File: config.mk
export PLATFORM = sky130hd
export DESIGN_NAME = mbs_link
export DESIGN_NICKNAME = d
export VERILOG_FILES = /design/src/rtl/mbs_pkg.sv /design/src/rtl/mbs_tx.sv /design/src/rtl/mbs_rx_dec.sv /design/src/rtl/mbs_rx_out.sv /design/src/rtl/mbs_link.sv
export SDC_FILE = /design/constraint.sdc
export NUM_CORES = 1
export LEC_CHECK = 0
export ABC_AREA = 1
export ABC_CLOCK_PERIOD_IN_PS = 1950
export BUFFER_PORTS_ARGS = -buffer_cell sky130_fd_sc_hd__buf_2
export CORE_UTILIZATION = 45
export CTS_CLUSTER_SIZE = 8
export DETAILED_ROUTE_END_ITERATION = 8
export HOLD_SLACK_MARGIN = 0.12
export PLACE_DENSITY = 0.62
export RECOVER_POWER = 25
export SLEW_MARGIN = 30
export SYNTH_ARGS = -nofsm -noshare
export SYNTH_HDL_FRONTEND = slang
export SYNTH_SLANG_ARGS = --single-unit
File: constraint.sdc
create_clock -name clk -period 1.95 [get_ports clk]
set_input_delay 0.39 -clock clk [delete_from_list [all_inputs] [get_ports clk]]
set_output_delay 0.39 -clock clk [all_outputs]
set_load 0.03 [all_outputs]
File: src/rtl/mbs_pkg.sv
package mbs_pkg;

    typedef enum logic [1:0] {
        TX_IDLE,
        TX_SEND,
        TX_ACK,
        TX_GAP
    } tx_st_e;

    typedef enum logic [1:0] {
        RD_IDLE,
        RD_LEAD,
        RD_BITS
    } rd_st_e;

    typedef enum logic [1:0] {
        RO_EMPTY,
        RO_FULL,
        RO_RELEASE
    } ro_st_e;

    localparam logic [1:0] ALIGN_MARK = 2'b10;

endpackage

File: src/rtl/mbs_tx.sv
module mbs_tx
    import mbs_pkg::*;
#(
    parameter int WORD_W   = 32,
    parameter int HALF_CYC = 8,
    parameter int GAP_BITS = 2
) (
    input  logic              clk,
    input  logic              rst_n,
    input  logic              req_i,
    input  logic [WORD_W-1:0] word_i,
    output logic              ack_o,
    output logic              line_o
);

    localparam int FRAME_W = WORD_W + 2;
    localparam int HALVES  = 2 * FRAME_W;
    localparam int HW      = $clog2(HALVES);
    localparam int CW      = (HALF_CYC > 1) ? $clog2(HALF_CYC) : 1;
    localparam int GAP_CYC = GAP_BITS * 2 * HALF_CYC;
    localparam int GW      = $clog2(GAP_CYC + 1);

    typedef struct packed {
        tx_st_e             st;
        logic [FRAME_W-1:0] frame;
        logic [HW-1:0]      hidx;
        logic [CW-1:0]      cnt;
        logic [GW-1:0]      gcnt;
    } tx_reg_t;

    tx_reg_t q, d;

    always_comb begin
        d = q;
        case (q.st)
            TX_IDLE: begin
                if (req_i) begin
                    d.st    = TX_SEND;
                    d.frame = {ALIGN_MARK, word_i};
                    d.hidx  = '0;
                    d.cnt   = '0;
                end
            end
            TX_SEND: begin
                if (q.cnt == CW'(HALF_CYC - 1)) begin
                    d.cnt = '0;
                    if (q.hidx == HW'(HALVES - 1)) begin
                        d.st   = TX_ACK;
                        d.gcnt = '0;
                    end else begin
                        d.hidx = q.hidx + 1'b1;
                        if (q.hidx[0]) begin
                            d.frame = {q.frame[FRAME_W-2:0], 1'b0};
                        end
                    end
                end else begin
                    d.cnt = q.cnt + 1'b1;
                end
            end
            TX_ACK: begin
                if (q.gcnt != GW'(GAP_CYC)) begin
                    d.gcnt = q.gcnt + 1'b1;
                end
                if (!req_i) begin
                    d.st = TX_GAP;
                end
            end
            TX_GAP: begin
                if (q.gcnt >= GW'(GAP_CYC - 1)) begin
                    d.st = TX_IDLE;
                end else begin
                    d.gcnt = q.gcnt + 1'b1;
                end
            end
            default: d.st = TX_IDLE;
        endcase
    end

    always_ff @(posedge clk or negedge rst_n) begin
        if (!rst_n) begin
            q <= '0;
        end else begin
            q <= d;
        end
    end

    assign ack_o  = (q.st == TX_ACK);
    assign line_o = (q.st == TX_SEND) & (q.frame[FRAME_W-1] ^ q.hidx[0]);

endmodule

File: src/rtl/mbs_rx_dec.sv
module mbs_rx_dec
    import mbs_pkg::*;
#(
    parameter int WORD_W   = 32,
    parameter int HALF_CYC = 8
) (
    input  logic              clk,
    input  logic              rst_n,
    input  logic              line_i,
    output logic              done_o,
    output logic [WORD_W-1:0] word_o,
    output logic              err_o
);

    localparam int BLANK = (3 * HALF_CYC) / 2;
    localparam int TOUT  = (5 * HALF_CYC) / 2;
    localparam int CW    = $clog2(TOUT + 1);
    localparam int NW    = $clog2(WORD_W);

    typedef struct packed {
        logic [2:0]        sync;
        rd_st_e            st;
        logic [CW-1:0]     cnt;
        logic [NW-1:0]     nbits;
        logic              pre_ok;
        logic [WORD_W-1:0] sr;
        logic              done;
        logic              err;
    } rd_reg_t;

    rd_reg_t q, d;
    logic    cur, prev, rise, fall;

    assign cur  = q.sync[1];
    assign prev = q.sync[2];
    assign rise = cur & ~prev;
    assign fall = ~cur & prev;

    always_comb begin
        d      = q;
        d.done = 1'b0;
        d.err  = 1'b0;
        d.sync = {q.sync[1:0], line_i};
        case (q.st)
            RD_IDLE: begin
                d.cnt = '0;
                if (rise) begin
                    d.st = RD_LEAD;
                end
            end
            RD_LEAD: begin
                if (fall) begin
                    d.st     = RD_BITS;
                    d.cnt    = '0;
                    d.nbits  = '0;
                    d.pre_ok = 1'b0;
                end else if (q.cnt >= CW'(TOUT)) begin
                    d.st  = RD_IDLE;
                    d.err = 1'b1;
                end else begin
                    d.cnt = q.cnt + 1'b1;
                end
            end
            RD_BITS: begin
                if ((rise | fall) && (q.cnt >= CW'(BLANK))) begin
                    d.cnt = '0;
                    if (!q.pre_ok) begin
                        if (fall) begin
                            d.st  = RD_IDLE;
                            d.err = 1'b1;
                        end else begin
                            d.pre_ok = 1'b1;
                        end
                    end else begin
                        d.sr = {q.sr[WORD_W-2:0], fall};
                        if (q.nbits == NW'(WORD_W - 1)) begin
                            d.done = 1'b1;
                            d.st   = RD_IDLE;
                        end else begin
                            d.nbits = q.nbits + 1'b1;
                        end
                    end
                end else if (q.cnt >= CW'(TOUT)) begin
                    d.st  = RD_IDLE;
                    d.err = 1'b1;
                end else begin
                    d.cnt = q.cnt + 1'b1;
                end
            end
            default: d.st = RD_IDLE;
        endcase
    end

    always_ff @(posedge clk or negedge rst_n) begin
        if (!rst_n) begin
            q <= '0;
        end else begin
            q <= d;
        end
    end

    assign done_o = q.done;
    assign word_o = q.sr;
    assign err_o  = q.err;

endmodule

File: src/rtl/mbs_rx_out.sv
module mbs_rx_out
    import mbs_pkg::*;
#(
    parameter int WORD_W = 32
) (
    input  logic              clk,
    input  logic              rst_n,
    input  logic              done_i,
    input  logic [WORD_W-1:0] word_i,
    input  logic              ack_i,
    output logic              req_o,
    output logic [WORD_W-1:0] word_o,
    output logic              err_o
);

    typedef struct packed {
        ro_st_e            st;
        logic [WORD_W-1:0] word;
        logic              err;
    } ro_reg_t;

    ro_reg_t q, d;

    always_comb begin
        d     = q;
        d.err = 1'b0;
        case (q.st)
            RO_FULL:    if (ack_i)  d.st = RO_RELEASE;
            RO_RELEASE: if (!ack_i) d.st = RO_EMPTY;
            default:    ;
        endcase
        if (done_i) begin
            if (q.st == RO_EMPTY) begin
                d.word = word_i;
                d.st   = RO_FULL;
            end else begin
                d.err = 1'b1;
            end
        end
    end

    always_ff @(posedge clk or negedge rst_n) begin
        if (!rst_n) begin
            q <= '0;
        end else begin
            q <= d;
        end
    end

    assign req_o  = (q.st == RO_FULL);
    assign word_o = q.word;
    assign err_o  = q.err;

endmodule

File: src/rtl/mbs_link.sv
module mbs_link
    import mbs_pkg::*;
#(
    parameter int WORD_W   = 32,
    parameter int HALF_CYC = 8,
    parameter int GAP_BITS = 2
) (
    input  logic              clk,
    input  logic              rst_n,
    input  logic              tx_req,
    input  logic [WORD_W-1:0] tx_word,
    output logic              tx_ack,
    output logic              tx_line,
    input  logic              rx_line,
    output logic              rx_req,
    output logic [WORD_W-1:0] rx_word,
    input  logic              rx_ack,
    output logic              rx_err
);

    logic              dec_done;
    logic [WORD_W-1:0] dec_word;
    logic              dec_err;
    logic              out_err;

    mbs_tx #(
        .WORD_W  (WORD_W),
        .HALF_CYC(HALF_CYC),
        .GAP_BITS(GAP_BITS)
    ) u_tx (
        .clk   (clk),
        .rst_n (rst_n),
        .req_i (tx_req),
        .word_i(tx_word),
        .ack_o (tx_ack),
        .line_o(tx_line)
    );

    mbs_rx_dec #(
        .WORD_W  (WORD_W),
        .HALF_CYC(HALF_CYC)
    ) u_dec (
        .clk   (clk),
        .rst_n (rst_n),
        .line_i(rx_line),
        .done_o(dec_done),
        .word_o(dec_word),
        .err_o (dec_err)
    );

    mbs_rx_out #(
        .WORD_W(WORD_W)
    ) u_out (
        .clk   (clk),
        .rst_n (rst_n),
        .done_i(dec_done),
        .word_i(dec_word),
        .ack_i (rx_ack),
        .req_o (rx_req),
        .word_o(rx_word),
        .err_o (out_err)
    );

    assign rx_err = dec_err | out_err;

endmodule

* Yosys cells after proc, flatten, opt, wreduce, memory -nomap -nowiden
Index checks and enable logic that the tools add are counted.
** Word-level totals
- Output and inout bits :: 36
- Logic and storage cells :: 124
- Register bits :: 137
- Bits of input ports :: 37
** Operators by class
- Order comparisons :: 3
- $add $sub $neg :: 5
- Mux-type cells :: 47
- Reduce and logical (&&, ||, !) cells :: 18
- Equality and inequality tests :: 27
- Bitwise gates (word level) :: 8
** Operators with widths (number)
- 44-bit one-hot mux with 2 select lines :: 1
- 34-bit two-way mux :: 2
- 46-bit two-way mux :: 1
- 43-bit two-way mux :: 1
- 41-bit two-way mux :: 1
- 39-bit two-way mux :: 1
- 35-bit two-way mux :: 1
- 33-bit two-way mux :: 1
- 6-bit two-way mux :: 5
- 2-bit two-way mux :: 10
- 5-bit AND reduction :: 4
- 2-bit by 1-bit != test with 1-bit output, second input constant :: 9
- 6-bit one-hot mux with 3 select lines :: 1
- 5-bit two-way mux :: 3
- 5-bit one-hot mux with 3 select lines :: 1
- 7-bit two-way mux :: 2
- 6-bit one-hot mux with 2 select lines :: 1
- 5-bit by 1-bit adder with 5-bit output, second input constant :: 2
- 1-bit two-way mux :: 10
- 2-bit != test, second input constant :: 5
- 3-bit AND reduction :: 3
- 2-bit equality test, second input constant :: 4
- 2-bit one-hot mux with 4 select lines :: 1
- 7-bit by 1-bit adder with 7-bit output, second input constant :: 1
- 26 further kinds :: 37

* Depth between registers and ports, before layout
Gate-level depths: netlist of run 1.
- Depth after elaboration :: 6
- Mapped depth :: 11
- Mapped depth without buffers :: 10

* Cells and area by module
From an unflattened synthesis of run 1, not the netlist that was laid out.
** Unflattened totals
- Cell total of the unflattened synthesis :: 811
- Area total of the unflattened synthesis :: 7168.1 um2
** Modules (own cells, without submodules)
- mbs_tx :: cells each 315, times used 1, area each 2811.4 um2, sequential area each 1301.2 um2
- mbs_rx_dec :: cells each 300, times used 1, area each 2587.5 um2, sequential area each 1251.2 um2
- mbs_rx_out :: cells each 193, times used 1, area each 1757.9 um2, sequential area each 875.8 um2
- mbs_link :: cells each 3, times used 1, area each 11.3 um2, sequential area each 0.0 um2

* Worst setup path after synthesis of run 1
Ideal clock, no wire load.
- Path kind :: reg2out
- From :: register u_tx.q[51] (netlist name)
- To :: output port tx_line
- Data required time :: 1.560 ns
- Arrival :: 1.236 ns
- Slack :: 0.324 ns
- Buffers on the path :: 1
- Cell stages (with the launch flop) :: 6
- Path through :: dfrtp_1 > inv_1 > ha_1 > buf_6 > inv_2 > nor2_1
** Between the ends
- Cells in the longest elaborated chain, start to end :: 2
** RTL lines
- start: declaration :: line mbs_tx.sv:31 : tx_reg_t q, d;
- start signal: assignment :: line mbs_tx.sv:81 : q <= '0;
- start signal: assignment :: line mbs_tx.sv:83 : q <= d;
- 2-bit by 1-bit equality test with 1-bit output :: line mbs_tx.sv:88 : assign line_o = (q.st == TX_SEND) & (q.frame[FRAME_W-1] ^ q.hidx[0]);
- 1-bit AND :: line mbs_tx.sv:88
- end: declaration :: line mbs_link.sv:13 : output logic tx_line,
Every way passes these cells.

* Final worst setup path of run 1
Ends and elaborated chain as after synthesis.

==> results of run 1 <==
[repair_timing]
action / 4_1_cts / 5_1_grt
hold buffers: 2 / 0
setup endpoints to repair: 1 / 45
pin swaps: 0 / 0
setup buffers: 1 / 0
endpoints found under the hold margin: 41 / 0
gates resized for setup: 1 / 5
[sequential cells by signal, summed over array words and instances (netlist names)]
name and count:
u_dec.q 13, u_out.q 2, u_out.err_o 1, u_dec.d 1, u_tx.q 52, u_dec.err_o 1
u_dec.prev 1, u_dec.cur 1, u_dec.word_o 32, u_dec.done_o 1, u_out.word_o 32
[where the power goes]
group	internal (mW)	switching (mW)	total, mW
sequential	3.32	0.336	3.66
combinational	1.10	1.78	2.89
clock	2.04	1.27	3.30
total	6.46	3.39	9.85
[worst max-delay path: cells and delay by family (launching register included)]
| kind | cells | cell delay (ps) |
|---|---|---|
| buffers and inverters | 3 | 370 |
| AND/OR/NAND/NOR | 1 | 100 |
| flip-flops | 1 | 410 |
| adder cells (fa/ha/maj) | 1 | 140 |
[final cells by class]
type,instances,share of cell area
clock buffers,17,0.05511
clock inverters,15,0.02415
inverters,76,0.03695
multi-input cells,464,0.3404
flip-flops and latches,137,0.4442
well taps,184,0.02982
repair buffers,85,0.06937
[final timing paths]
| kind | start | to | slack, ps | cells after the start |
|---|---|---|---|---|
| min in group asynchronous | rst_n | u_out.word_o[17] | 710 | 2 |
| max reg2reg | u_tx.q[50] | u_tx.q[24] | 190 | 9 |
| max in group asynchronous | rst_n | u_tx.q[50] | 310 | 3 |
| min | tx_word[22] | u_tx.q[38] | 260 | 3 |
| max | u_tx.q[51] | tx_line | 130 | 5 |
| min reg2reg | u_dec.d[48] | u_dec.cur | 350 | 0 |
[routing by layer]
metal	share of wire	vias up	track usage
met3	0.041	9	0.04983
met4	0.0083	0	0.05315
met1	0.47	2190	0.2169
met5	0	-	0
li1	-	2421	-
met2	0.48	90	0.2766
[synthesized netlist by cell type, drive strengths merged]
| library cell | n | area, um^2 |
|---|---|---|
| a21o | 1 | 7.510 |
| inv | 76 | 285.3 |
| nor4 | 1 | 6.260 |
| clkbuf | 10 | 42.54 |
| o21a | 1 | 7.510 |
| mux2i | 31 | 310.3 |
| or2 | 3 | 18.77 |
| mux2 | 1 | 11.26 |
| nor3 | 2 | 10.01 |
| dfrtp | 137 | 3428 |
| ha | 23 | 287.8 |
| o21ai | 116 | 693.2 |
| nor2 | 42 | 172.7 |
| buf | 48 | 394.1 |
| a21oi | 8 | 51.30 |
| xnor2 | 2 | 17.52 |
| nand3 | 28 | 152.7 |
| nand4 | 6 | 37.54 |
| nand2 | 192 | 760.7 |
| xor2 | 6 | 52.55 |
| nand3b | 1 | 7.510 |
[cell families after synthesis]
| kind of cell | after synthesis |
|---|---|
| mux | 32 |
| buf+inv | 134 |
| compound gates | 126 |
| fa+ha+maj | 23 |
| simple gates | 275 |
| flops | 137 |
| xor+xnor | 8 |
[per-stage QoR]
stage	setup WS, ps	cells	area (um^2)	total power [mW]	util
after floorplan	323.7	735	6755	6.001	-
after global placement	212.3	943	7083	6.403	0.4855
after detailed placement	163.9	943	7083	6.570	0.4855
after CTS	62.20	978	7732	9.961	0.5300
after global routing	18.55	978	7720	10.56	0.5292
final	134.6	978	7720	9.846	0.5292
==> reports/qor.csv, run 1 <==
metric,value,unit
syn-num-nets,795,
min_period,1815,ps
cp-end-kind,output port,
core_area,0.01459,mm^2
crit_fanout,7,
vias,4710,
yosysUniqueCellTypes,36,
fin_setup_tns,0,ps
via_per_inst,4.816,
htreeDepth,4,
critPathArrivalTime,1430,ps
crit_type,reg2out,
setup_violations,0,
gp_congestion,0.8065,
synthAdderAreaFrac,0.04260,
cts_tree,done,
clk_pin_slew,60,ps
syn2layout_area_growth,14.28,%
tightestPinTransition,1071,ps
synth_simple_gate_area_share,0.1726,
power-per-cell-area,1275,mW/mm^2
syn_inst,735,
diodes,0,
drive_above_1_share,0.2191,
rsz0062_at_grt,no,
hold_violations,0,
crit_path_frequent_cell,inv_2,
antenna_found_initial,0,
cts_buffers,17,
hold_ws,258.4,ps
crit_path_top_delay_cell,dfrtp_1,
final-seq-area,0.003430,mm^2
ys_seq_area_frac,0.5075,
drt-total-wl,11880,um
clk_path_buf_depth,2,
synth_seq_cells,137,
cpPeakStageDelay,410,ps
skew,8.657,ps
critPathRequiredTime,1560,ps
netlist_area,0.006755,mm^2
fillers,1296,
drt_first_pass_iters,4,
ant_nets,0,
synth_top_family_by_area,simple AND/OR/NAND/NOR gates,
io_pins,73,
final_common_cell,nand2_1,
final_cell_mix,"nand2_1, dfrtp_1, inv_1",
muxShareOfSynthArea,0.04760,
root_buffer,clkbuf_16,
fin_crit_sh,0.9310,
worstSetupStartpointType,register,
fmax,0.5508,GHz
cts_sinks,137,
total_leakage_power,3.763,nW
clock_latency,410,ps
port_buffers,72,
nets,841,
dieArea,0.01551,mm^2
drt_iter0_drc,220,
min_path_type,in2reg,
grt_use_total,0.1697,
grt_first_pass_wirelength,21590,um
post_drt_wl_per_cell,12.15,um
synth.avg_cell_area,9.191,um^2
hpwl,8253,um
grt_max_degree,69,
outcome,"complete, no violations",
fp.dieW,124.5,um
synth-compound-area-share,0.1124,
drv_cap,0,
start_util,0.4630,
finalMaxSlewViolations,0,
overflow,0,
ys_warn_count,0,
rows,44,
first_global_vias,4733,
die_y,124.5,um
synthXorXnorAreaFrac,0.01037,
slew_headroom,0.2860,
crit_chain,inv_2 -> ha_4 -> inv_2 -> nor2_1 -> clkbuf_4,
multi_input_area,0.002628,mm^2
drc_errors,0,
ir_drop,0.8851,mV
Power figures use the tool's default switching activity.
==> inputs of run 2 (changes only) <==
--- a/config.mk
+++ b/config.mk
@@ -14,6 +14,7 @@
 export HOLD_SLACK_MARGIN = 0.12
 export PLACE_DENSITY = 0.62
 export RECOVER_POWER = 25
+export SETUP_SLACK_MARGIN = 0.15
 export SLEW_MARGIN = 30
 export SYNTH_ARGS = -nofsm -noshare
 export SYNTH_HDL_FRONTEND = slang
==> reports/qor.csv, run 2 (synthesis results as in run 1) <==
metric,value,unit,change
crit_chain,inv_2 -> ha_4 -> inv_2 -> nor2_4 -> buf_6,,
final_cell_mix,"nand2_1, dfrtp_1, inv_1",,
fin_setup_tns,0,ps,unchanged
cp.depth,5,,unchanged
nets,857,,+1.9%
root_buffer,clkbuf_16,,
fin_crit_sh,0.9130,,-0.01801
fmax,0.5617,GHz,+2.0%
overflow,0,,unchanged
grt_use_total,0.1705,,+0.0007506
fp.dieW,124.5,um,unchanged
post_drt_wl_per_cell,13.15,um,+8.2%
crit_path_frequent_cell,inv_2,,
vias,4866,,+3.3%
largest_register_ffs,52,,unchanged
skew,9.974,ps,+1.317 ps
final_common_cell,nand2_1,,
diodes,0,,unchanged
port_buffers,72,,unchanged
dpl.cell_count,943,,unchanged
cts_buffers,17,,unchanged
drt_first_pass_iters,4,,unchanged
worst_r2r_path_depth,9,,unchanged
crit_family,flip-flops,,
first_global_vias,4758,,+0.53%
power-per-cell-area,1361,mW/mm^2,+6.7%
drt-total-wl,13070,um,+10%
min_path_type,in2reg,,
grt_max_degree,69,,unchanged
fillers,1262,,-2.6%
total_leakage_power,3.882,nW,+3.2%
worstSetupStartpointType,register,,
tightestPinTransition,1094,ps,+23.04 ps
grt_first_pass_wirelength,21690,um,+0.48%
drive_above_1_share,0.2457,,+0.02654
cpPeakStageDelay,400,ps,about the same
critPathArrivalTime,1390,ps,-40 ps
cp-end-kind,output port,,
start_util,0.4630,,unchanged
core_area,0.01459,mm^2,unchanged
crit_buf_inv,3,,unchanged
htreeDepth,4,,unchanged
crit_fanout,7,,unchanged
io_pins,73,,unchanged
fin_cells,994,,+1.6%
clk_pin_slew,60,ps,about the same
crit_type,reg2out,,
gp_congestion,0.8065,,unchanged
rows,44,,unchanged
top_register,u_tx.q,,
cts_sinks,137,,unchanged
slew_headroom,0.2706,,-0.01536
clock_latency,410,ps,about the same
hpwl,8253,um,unchanged
drv_cap,0,,unchanged
crit_path_top_delay_cell,dfrtp_1,,
setup_violations,0,,unchanged
whs_path_depth,3,,unchanged
ir_drop,0.9384,mV,+6.0%
via_per_inst,4.895,,+1.6%
hold_violations,0,,unchanged
die_y,124.5,um,unchanged
ant_nets,0,,unchanged
dieArea,0.01551,mm^2,unchanged
min_period,1780,ps,-35.13 ps
clk_path_buf_depth,2,,unchanged
cts_tree,done,,
antenna_found_initial,0,,unchanged
syn2layout_area_growth,18.13,%,
drc_errors,0,,unchanged
rsz0062_at_grt,yes,,
finalMaxSlewViolations,0,,unchanged
outcome,"complete, no violations",,
drt_iter0_drc,256,,+16%
critPathRequiredTime,1560,ps,about the same
-- run 2: cell types whose count changed in the layout (fill, tap and decap cells not counted), moves of 2 or more --
cell	before	now
a21oi_1	7	5
a21oi_2	0	2
buf_4	4	11
buf_6	2	7
clkbuf_16	17	20
ha_1	22	20
ha_2	0	2
nand2_1	178	176
o21ai_0	63	59
o21ai_1	23	27
-- run 2: area by class of cell --
| class | count | area [um^2] | area share |
|---|---|---|---|
| sequential | 137 | 3431 | 0.4299 |
| timing repair buffer | 100 | 754.5 | 0.09454 |
| tap | 184 | 230.2 | 0.02885 |
| clock inverter | 15 | 186.4 | 0.02336 |
| inverter | 76 | 285.3 | 0.03575 |
| multi-input combinational | 465 | 2668 | 0.3343 |
| clock buffer | 17 | 425.4 | 0.05331 |
-- run 2: per-stage QoR --
stage / power (mW) / cell area [um^2] / hold WS [ps] / utilization / worst slack, ps
final: 10.86 / 7980 / 257.5 / 0.5470 / 169.7
after global routing: 11.54 / 7980 / 258.9 / 0.5470 / 52.26
after CTS: 10.01 / 7757 / 240.5 / 0.5317 / 145.7
after detailed placement: 6.570 / 7083 / 334.7 / 0.4855 / 163.9
after global placement: 6.403 / 7083 / 334.8 / 0.4855 / 212.3
after floorplan: 6.001 / 6755 / 94.41 / - / 323.7
-- run 2: repair_timing --
| action | 4_1_cts | 5_1_grt |
|---|---|---|
| endpoints found under the setup margin | 2 | 58 |
| gates resized for setup | 6 | 21 |
| setup buffers | 3 | 5 |
| endpoints found under the hold margin | 41 | 0 |
| pin swaps | 0 | 2 |
| hold buffers | 2 | 0 |
| gates cloned | 0 | 9 |
-- run 2: report_power, final --
group          internal, mW  switching (mW)  leakage (nW)
Combinational          1.71            2.17          1.75
Sequential             3.33           0.342          1.84
Clock                  2.04            1.27         0.293
Total                  7.07            3.79          3.88
-- run 2: metal layers --
layer | vias up | track usage | wire, um
li1 | 2463 | - | -
met3 | 14 | 0.04983 | 479
met5 | - | 0 | 0
met1 | 2295 | 0.2183 | 6113
met4 | 0 | 0.05457 | 121
met2 | 94 | 0.2769 | 6354
-- run 2: worst paths after layout --
path	from	slack, ps	end
setup / recovery	u_tx.q[51]	170	tx_line
hold / removal	tx_word[22]	260	u_tx.q[38]
setup reg to reg	u_tx.q[51]	180	u_tx.q[27]
hold reg to reg	u_dec.d[48]	350	u_dec.cur
max in group asynchronous	rst_n	330	u_dec.q[37]
min in group asynchronous	rst_n	720	u_out.word_o[17]
-- run 2: worst min-delay path, delay by kind of cell --
family          cells  cell delay (ps)
mux                 1               50
compound gates      1              120
buf+inv             1               70
